$ cat src/rtl/pmx_pkg.sv
package pmx_pkg;
  localparam int PMX_AW = 3;

  typedef enum logic [PMX_AW-1:0] {
    RA_ASSIGN = 3'd0,
    RA_DIR    = 3'd1,
    RA_OPT    = 3'd2,
    RA_DATA   = 3'd3,
    RA_EDGE   = 3'd4,
    RA_MASK   = 3'd5,
    RA_EVENT  = 3'd6,
    RA_NONE   = 3'd7
  } pmx_addr_e;
endpackage

$ cat src/rtl/pmx_sync_edge.sv
module pmx_sync_edge #(
  parameter int N      = 12,
  parameter int STAGES = 2
) (
  input  logic         clk,
  input  logic         rst_n,
  input  logic [N-1:0] pin_i,
  input  logic [N-1:0] edg_q,
  output logic [N-1:0] pin_sync,
  output logic [N-1:0] edge_hit
);
  localparam int CW      = $clog2(STAGES + 2);
  localparam int ARM_CNT = STAGES + 1;

  logic [CW-1:0] arm_q, arm_d;
  logic          armed;
  logic [N-1:0]  prev_q;

  // Edges are ignored until the synchronizer and the history flop hold real pin data.
  assign armed = (arm_q == CW'(ARM_CNT));

  always_comb begin
    arm_d = armed ? arm_q : arm_q + CW'(1);
  end

  always_ff @(posedge clk or negedge rst_n) begin
    if (!rst_n) arm_q <= '0;
    else        arm_q <= arm_d;
  end

  for (genvar i = 0; i < N; i++) begin : g_pin
    logic [STAGES-1:0] sh_q, sh_d;
    logic              cur;

    always_comb begin
      sh_d = {sh_q[STAGES-2:0], pin_i[i]};
    end

    always_ff @(posedge clk or negedge rst_n) begin
      if (!rst_n) begin
        sh_q      <= '0;
        prev_q[i] <= 1'b0;
      end else begin
        sh_q      <= sh_d;
        prev_q[i] <= sh_q[STAGES-1];
      end
    end

    assign cur         = sh_q[STAGES-1];
    assign pin_sync[i] = cur;
    assign edge_hit[i] = armed & (edg_q[i] ? (prev_q[i] & ~cur) : (prev_q[i] ^ cur));
  end
endmodule

$ cat src/rtl/pmx_regfile.sv
module pmx_regfile
  import pmx_pkg::*;
#(
  parameter int N = 12
) (
  input  logic              clk,
  input  logic              rst_n,
  input  logic              bus_sel,
  input  logic              bus_wr,
  input  logic [PMX_AW-1:0] bus_addr,
  input  logic [N-1:0]      bus_wdata,
  output logic [N-1:0]      bus_rdata,
  input  logic [N-1:0]      pin_sync,
  input  logic [N-1:0]      edge_hit,
  output logic [N-1:0]      asg_q,
  output logic [N-1:0]      dir_q,
  output logic [N-1:0]      opt_q,
  output logic [N-1:0]      lat_q,
  output logic [N-1:0]      edg_q,
  output logic [N-1:0]      msk_q,
  output logic [N-1:0]      evt_q,
  output logic              irq
);
  logic [N-1:0] asg_d, dir_d, opt_d, lat_d, edg_d, msk_d, evt_d, clr;
  logic         wen;
  pmx_addr_e    ra;

  assign ra  = pmx_addr_e'(bus_addr);
  assign wen = bus_sel & bus_wr;

  always_comb begin
    asg_d = asg_q;
    dir_d = dir_q;
    opt_d = opt_q;
    lat_d = lat_q;
    edg_d = edg_q;
    msk_d = msk_q;
    clr   = '0;
    if (wen) begin
      case (ra)
        RA_ASSIGN: asg_d = bus_wdata;
        RA_DIR:    dir_d = bus_wdata;
        RA_OPT:    opt_d = bus_wdata;
        RA_DATA:   lat_d = bus_wdata;
        RA_EDGE:   edg_d = bus_wdata;
        RA_MASK:   msk_d = bus_wdata;
        RA_EVENT:  clr   = bus_wdata;
        default:   ;
      endcase
    end
    // A new edge in the same cycle as a clear keeps the bit set.
    evt_d = (evt_q & ~clr) | edge_hit;
  end

  always_ff @(posedge clk or negedge rst_n) begin
    if (!rst_n) begin
      asg_q <= '0;
      dir_q <= '0;
      opt_q <= '0;
      lat_q <= '0;
      edg_q <= '0;
      msk_q <= '0;
      evt_q <= '0;
    end else begin
      asg_q <= asg_d;
      dir_q <= dir_d;
      opt_q <= opt_d;
      lat_q <= lat_d;
      edg_q <= edg_d;
      msk_q <= msk_d;
      evt_q <= evt_d;
    end
  end

  always_comb begin
    case (ra)
      RA_ASSIGN: bus_rdata = asg_q;
      RA_DIR:    bus_rdata = dir_q;
      RA_OPT:    bus_rdata = opt_q;
      RA_DATA:   bus_rdata = pin_sync;
      RA_EDGE:   bus_rdata = edg_q;
      RA_MASK:   bus_rdata = msk_q;
      RA_EVENT:  bus_rdata = evt_q;
      default:   bus_rdata = '0;
    endcase
  end

  assign irq = |(evt_q & msk_q);
endmodule

$ cat src/rtl/pmx_route.sv
module pmx_route #(
  parameter int         N     = 12,
  parameter logic [N-1:0] TIE_A = 12'h0C3,
  parameter logic [N-1:0] TIE_B = 12'hF00,
  parameter logic [N-1:0] TIE_S = 12'h00F
) (
  input  logic [N-1:0] asg_q,
  input  logic [N-1:0] dir_q,
  input  logic [N-1:0] opt_q,
  input  logic [N-1:0] lat_q,
  input  logic [N-1:0] pin_i,
  input  logic [N-1:0] fa_o,
  input  logic [N-1:0] fa_oe,
  input  logic [N-1:0] fb_o,
  input  logic [N-1:0] fb_oe,
  output logic [N-1:0] pin_o,
  output logic [N-1:0] pin_oe,
  output logic [N-1:0] fa_in,
  output logic [N-1:0] fb_in,
  output logic [N-1:0] alt_in
);
  for (genvar i = 0; i < N; i++) begin : g_pin
    logic is_gpo, is_fa, is_fb, is_alt;

    assign is_gpo = ~asg_q[i] &  dir_q[i];
    assign is_fa  =  asg_q[i] & ~dir_q[i];
    assign is_fb  =  asg_q[i] &  dir_q[i];
    assign is_alt =  opt_q[i] & ~dir_q[i];

    always_comb begin
      pin_o[i]  = 1'b0;
      pin_oe[i] = 1'b0;
      if (is_gpo) begin
        pin_o[i]  = lat_q[i];
        pin_oe[i] = 1'b1;
      end else if (is_fa) begin
        pin_o[i]  = fa_o[i];
        pin_oe[i] = fa_oe[i];
      end else if (is_fb) begin
        pin_o[i]  = fb_o[i];
        pin_oe[i] = fb_oe[i];
      end
    end

    assign fa_in[i]  = is_fa  ? pin_i[i] : TIE_A[i];
    assign fb_in[i]  = is_fb  ? pin_i[i] : TIE_B[i];
    assign alt_in[i] = is_alt ? pin_i[i] : TIE_S[i];
  end
endmodule

$ cat src/rtl/pinmux_port.sv
module pinmux_port
  import pmx_pkg::*;
#(
  parameter int           N      = 12,
  parameter int           STAGES = 2,
  parameter logic [N-1:0] TIE_A  = 12'h0C3,
  parameter logic [N-1:0] TIE_B  = 12'hF00,
  parameter logic [N-1:0] TIE_S  = 12'h00F
) (
  input  logic              clk,
  input  logic              rst_n,
  input  logic              bus_sel,
  input  logic              bus_wr,
  input  logic [PMX_AW-1:0] bus_addr,
  input  logic [N-1:0]      bus_wdata,
  output logic [N-1:0]      bus_rdata,
  input  logic [N-1:0]      pin_i,
  output logic [N-1:0]      pin_o,
  output logic [N-1:0]      pin_oe,
  input  logic [N-1:0]      fa_o,
  input  logic [N-1:0]      fa_oe,
  input  logic [N-1:0]      fb_o,
  input  logic [N-1:0]      fb_oe,
  output logic [N-1:0]      fa_in,
  output logic [N-1:0]      fb_in,
  output logic [N-1:0]      alt_in,
  output logic              irq
);
  logic [N-1:0] asg_q, dir_q, opt_q, lat_q, edg_q, msk_q, evt_q;
  logic [N-1:0] pin_sync, edge_hit;

  pmx_sync_edge #(.N(N), .STAGES(STAGES)) u_sync (
    .clk      (clk),
    .rst_n    (rst_n),
    .pin_i    (pin_i),
    .edg_q    (edg_q),
    .pin_sync (pin_sync),
    .edge_hit (edge_hit)
  );

  pmx_regfile #(.N(N)) u_regs (
    .clk       (clk),
    .rst_n     (rst_n),
    .bus_sel   (bus_sel),
    .bus_wr    (bus_wr),
    .bus_addr  (bus_addr),
    .bus_wdata (bus_wdata),
    .bus_rdata (bus_rdata),
    .pin_sync  (pin_sync),
    .edge_hit  (edge_hit),
    .asg_q     (asg_q),
    .dir_q     (dir_q),
    .opt_q     (opt_q),
    .lat_q     (lat_q),
    .edg_q     (edg_q),
    .msk_q     (msk_q),
    .evt_q     (evt_q),
    .irq       (irq)
  );

  pmx_route #(.N(N), .TIE_A(TIE_A), .TIE_B(TIE_B), .TIE_S(TIE_S)) u_route (
    .asg_q  (asg_q),
    .dir_q  (dir_q),
    .opt_q  (opt_q),
    .lat_q  (lat_q),
    .pin_i  (pin_i),
    .fa_o   (fa_o),
    .fa_oe  (fa_oe),
    .fb_o   (fb_o),
    .fb_oe  (fb_oe),
    .pin_o  (pin_o),
    .pin_oe (pin_oe),
    .fa_in  (fa_in),
    .fb_in  (fb_in),
    .alt_in (alt_in)
  );
endmodule

$ cat config.mk
export PLATFORM = sky130hd
export DESIGN_NAME = pinmux_port
export DESIGN_NICKNAME = d
export VERILOG_FILES = /design/src/rtl/pmx_pkg.sv /design/src/rtl/pmx_sync_edge.sv /design/src/rtl/pmx_regfile.sv /design/src/rtl/pmx_route.sv /design/src/rtl/pinmux_port.sv
export SDC_FILE = /design/constraint.sdc
export NUM_CORES = 1
export LEC_CHECK = 0
export BUFFER_PORTS_ARGS = -buffer_cell sky130_fd_sc_hd__buf_2
export CAP_MARGIN = 30
export CORE_ASPECT_RATIO = 2
export CORE_MARGIN = 3
export CORE_UTILIZATION = 30
export DETAILED_ROUTE_END_ITERATION = 7
export PLACE_DENSITY_LB_ADDON = 0.2
export SLEW_MARGIN = 20
export SYNTH_ARGS = -nofsm -noshare
export SYNTH_HDL_FRONTEND = slang
export SYNTH_HIERARCHICAL = 1
export SYNTH_SLANG_ARGS = --single-unit
$ cat constraint.sdc
create_clock -name clk -period 3.6 [get_ports clk]
set_input_delay 0.18 -clock clk [delete_from_list [all_inputs] [get_ports clk]]
set_output_delay 0.18 -clock clk [all_outputs]
set_load 0.05 [all_outputs]
==> flow_summary.json <==
{
  "status": "complete, no violations",
  "area_delta_synth_final_pct": 27.0,
  "finalWirelength_mm": 17.3,
  "peakVddDrop_uv": 254,
  "crit_path_start_kind": "input pin",
  "critPathKind": "input pin to primary output",
  "antenna_found_initial": 0,
  "timing.critical_path.mode_cell": "buf_2",
  "route.vias.total": 4705,
  "wire_per_inst_um": 17.5,
  "leakage_nw": 3.85,
  "start_util": 0.307,
  "rows": 74,
  "die-area_um2": 22900,
  "max_freq_ghz": 0.452,
  "synth_flop_cell": "dfrtp_1",
  "die_h_um": 211,
  "wl_met2_mm": 9.53,
  "async_reset_ff_frac": 1.00,
  "fin_crit_sh": 0.614,
  "grt_use_total": 0.154,
  "grt_pass1_vias": 4990,
  "slew_headroom": 0.466,
  "finalSetupViolCount": 0,
  "synth_cells": 552,
  "tightest_slew_ns": 0.797,
  "drtIter0Drc": 223,
  "synth_area_um2": 6320,
  "overflow": 0,
  "drc": 0,
  "dr.pass1.iters": 4,
  "skew_ns": 0.00519,
  "path_cells": "buf_2 > buf_4 > nor2b_1 > a31oi_1 > o211ai_1 > buf_2",
  "worstPathRequired_ns": 3.42,
  "route.top_layer_used": "met4",
  "diodes": 0,
  "path_clk_slew_ns": 0.05,
  "slew_viol_final": 0,
  "clock_latency_ns": 0.42,
  "min_path_type": "input pin to flip-flop",
  "cts.path.max_buffers": 2,
  "ys_seq_elements": 122,
  "drtAntennaViolNets": 0,
  "cts_tree": "done",
  "synth_area_per_cell_um2": 11.4,
  "root_buffer": "clkbuf_16",
  "gp_congestion": 0.774,
  "hold_ws_ns": 0.0809,
  "synth_cell_types": 40,
  "grt_max_degree": 100,
  "cts_num_sinks": 122,
  "wl_met1_mm": 6.75,
  "numPortBuffers": 151,
  "final_common_cell": "buf_2",
  "finalHoldViolCount": 0,
  "tns_ns": 0,
  "period_minus_slack_ns": 2.21,
  "slowest_stage": "nor2b_1",
  "multi_input_area_um2": 2920,
  "vias_per_cell": 4.76,
  "synth_seq_area_share": 0.483,
  "die_w_um": 109,
  "core_area_um2": 20600,
  "post-cts-setup-buffers": 0,
  "grt_setup_unrepaired": "no",
  "power.density_nw_per_um2": 619,
  "layout-drive-gt1-share": 0.410,
  "io_pins": 152,
  "fill_cells": 2057,
  "dp_hpwl_mm": 12.3,
  "ys_warn_count": 6,
  "crit_fanout": 19,
  "nets": 802,
  "numCtsBuffers": 17,
  "wl_met3_um": 540,
  "h-tree-depth": 4,
  "pre_cts_slack_ns": 1.23,
  "register_area_um2": 3050,
  "finalInstanceArea_um2": 8020,
  "final_cell_mix": "buf_2 (150), dfrtp_1 (122), mux2_2 (73)",
  "endpoint_kind": "primary output",
  "slowest_delay_ns": 0.46,
  "synth_edf_count": 0,
  "cp.arrival_ns": 2.03,
  "syn-num-nets": 644,
  "grt_pass1_wl_mm": 26.8,
  "place_area_um2": 7270,
  "drv_cap": 0,
  "timing.final.ws_setup_ns": 1.39
}
[routing by layer]
layer / GRT usage / up-vias
li1: - / 2243
met1: 0.173 / 2327
met2: 0.280 / 109
met3: 0.0275 / 26
met4: 0.0663 / 0
met5: 0 / -
[worst max-delay path, delay by kind of cell]
kind            cells  cell delay [ns]
buf+inv             3             1.07
compound gates      2             0.30
simple gates        1             0.46
[power breakdown]
group	switching, mW	internal, mW
clock network	0.586	1.14
registers	0.258	1.59
logic	0.878	0.519
[cell type report]
class,count,area share
Clock buffer,24,0.0601
Inverter,31,0.0145
Clock inverter,7,0.0144
Tap cell,266,0.0415
Multi-Input combinational cell,363,0.364
Timing Repair Buffer,175,0.125
Sequential cell,122,0.381
[worst paths after layout]
check / from / endpoint / slack (ns) / cells past startpoint
worst max register to register: u_sync/arm_q[0] / u_sync/arm_q[1] / 2.10 / 2
max in group asynchronous: rst_n / u_regs/edg_q[1] / 2.69 / 3
worst max-delay path: bus_addr[1] / bus_rdata[9] / 1.39 / 6
worst min register to register: u_sync/g_pin[9].sh_q[0] / u_sync/g_pin[9].sh_q[1] / 0.35 / 0
worst min-delay path: bus_wdata[5] / u_regs/msk_q[5] / 0.08 / 3
min in group asynchronous: rst_n / u_regs/edg_q[6] / 0.26 / 2
[per-stage QoR]
stage	utilization	power (mW)	instances
4_1_cts	0.389	5.02	987
5_1_grt	0.390	5.20	988
6_report	0.390	4.96	988
3_3_place_gp	0.352	3.23	941
2_1_floorplan	-	2.87	552
3_5_place_dp	0.354	3.26	943
[cells by family after synthesis]
| group | after synthesis | share of synthesized area |
|---|---|---|
| multiplexers | 126 | 0.224 |
| adder cells (fa/ha/maj) | 13 | 0.0258 |
| AND/OR/NAND/NOR | 128 | 0.107 |
| AO/OA/AOI/OAI | 95 | 0.104 |
| XOR/XNOR | 1 | 0.00139 |
| buffers and inverters | 67 | 0.0547 |
| flip-flops | 122 | 0.483 |
[flip-flops by register name (all words and copies together), names as in the netlist]
signal,count
u_regs/lat_q,12
u_regs/opt_q,12
u_regs/edg_q,12
u_sync/prev_q,12
u_regs/evt_q,12
u_regs/msk_q,12
u_sync/g_pin.sh_q,24
u_regs/asg_q,12
u_regs/dir_q,12
u_sync/arm_q,2
[timing repair]
item	4_1_cts	5_1_grt
hold endpoints to repair	110	0
hold buffers	13	0
resized for setup	0	0
[synth_stat cells, types with 4 or more instances]
cell | n | area (um^2)
mux2_4 | 10 | 150
a31oi_1 | 17 | 106
clkbuf_2 | 4 | 20.0
or2_1 | 12 | 75.1
a21o_1 | 12 | 90.1
o211ai_1 | 5 | 37.5
a21boi_2 | 9 | 101
o221ai_1 | 6 | 52.6
mux2_2 | 73 | 822
mux2i_1 | 42 | 420
nor2_1 | 22 | 82.6
nand2b_1 | 8 | 50.1
o21ai_0 | 11 | 55.1
buf_2 | 11 | 55.1
buf_4 | 14 | 105
a21oi_1 | 23 | 115
inv_1 | 31 | 116
ha_1 | 13 | 163
and3b_2 | 9 | 90.1
nand2_1 | 56 | 210
dfrtp_1 | 122 | 3050
and3_1 | 7 | 43.8
nand3b_1 | 5 | 37.5
Note: power is estimated with default switching activity, not from simulation.
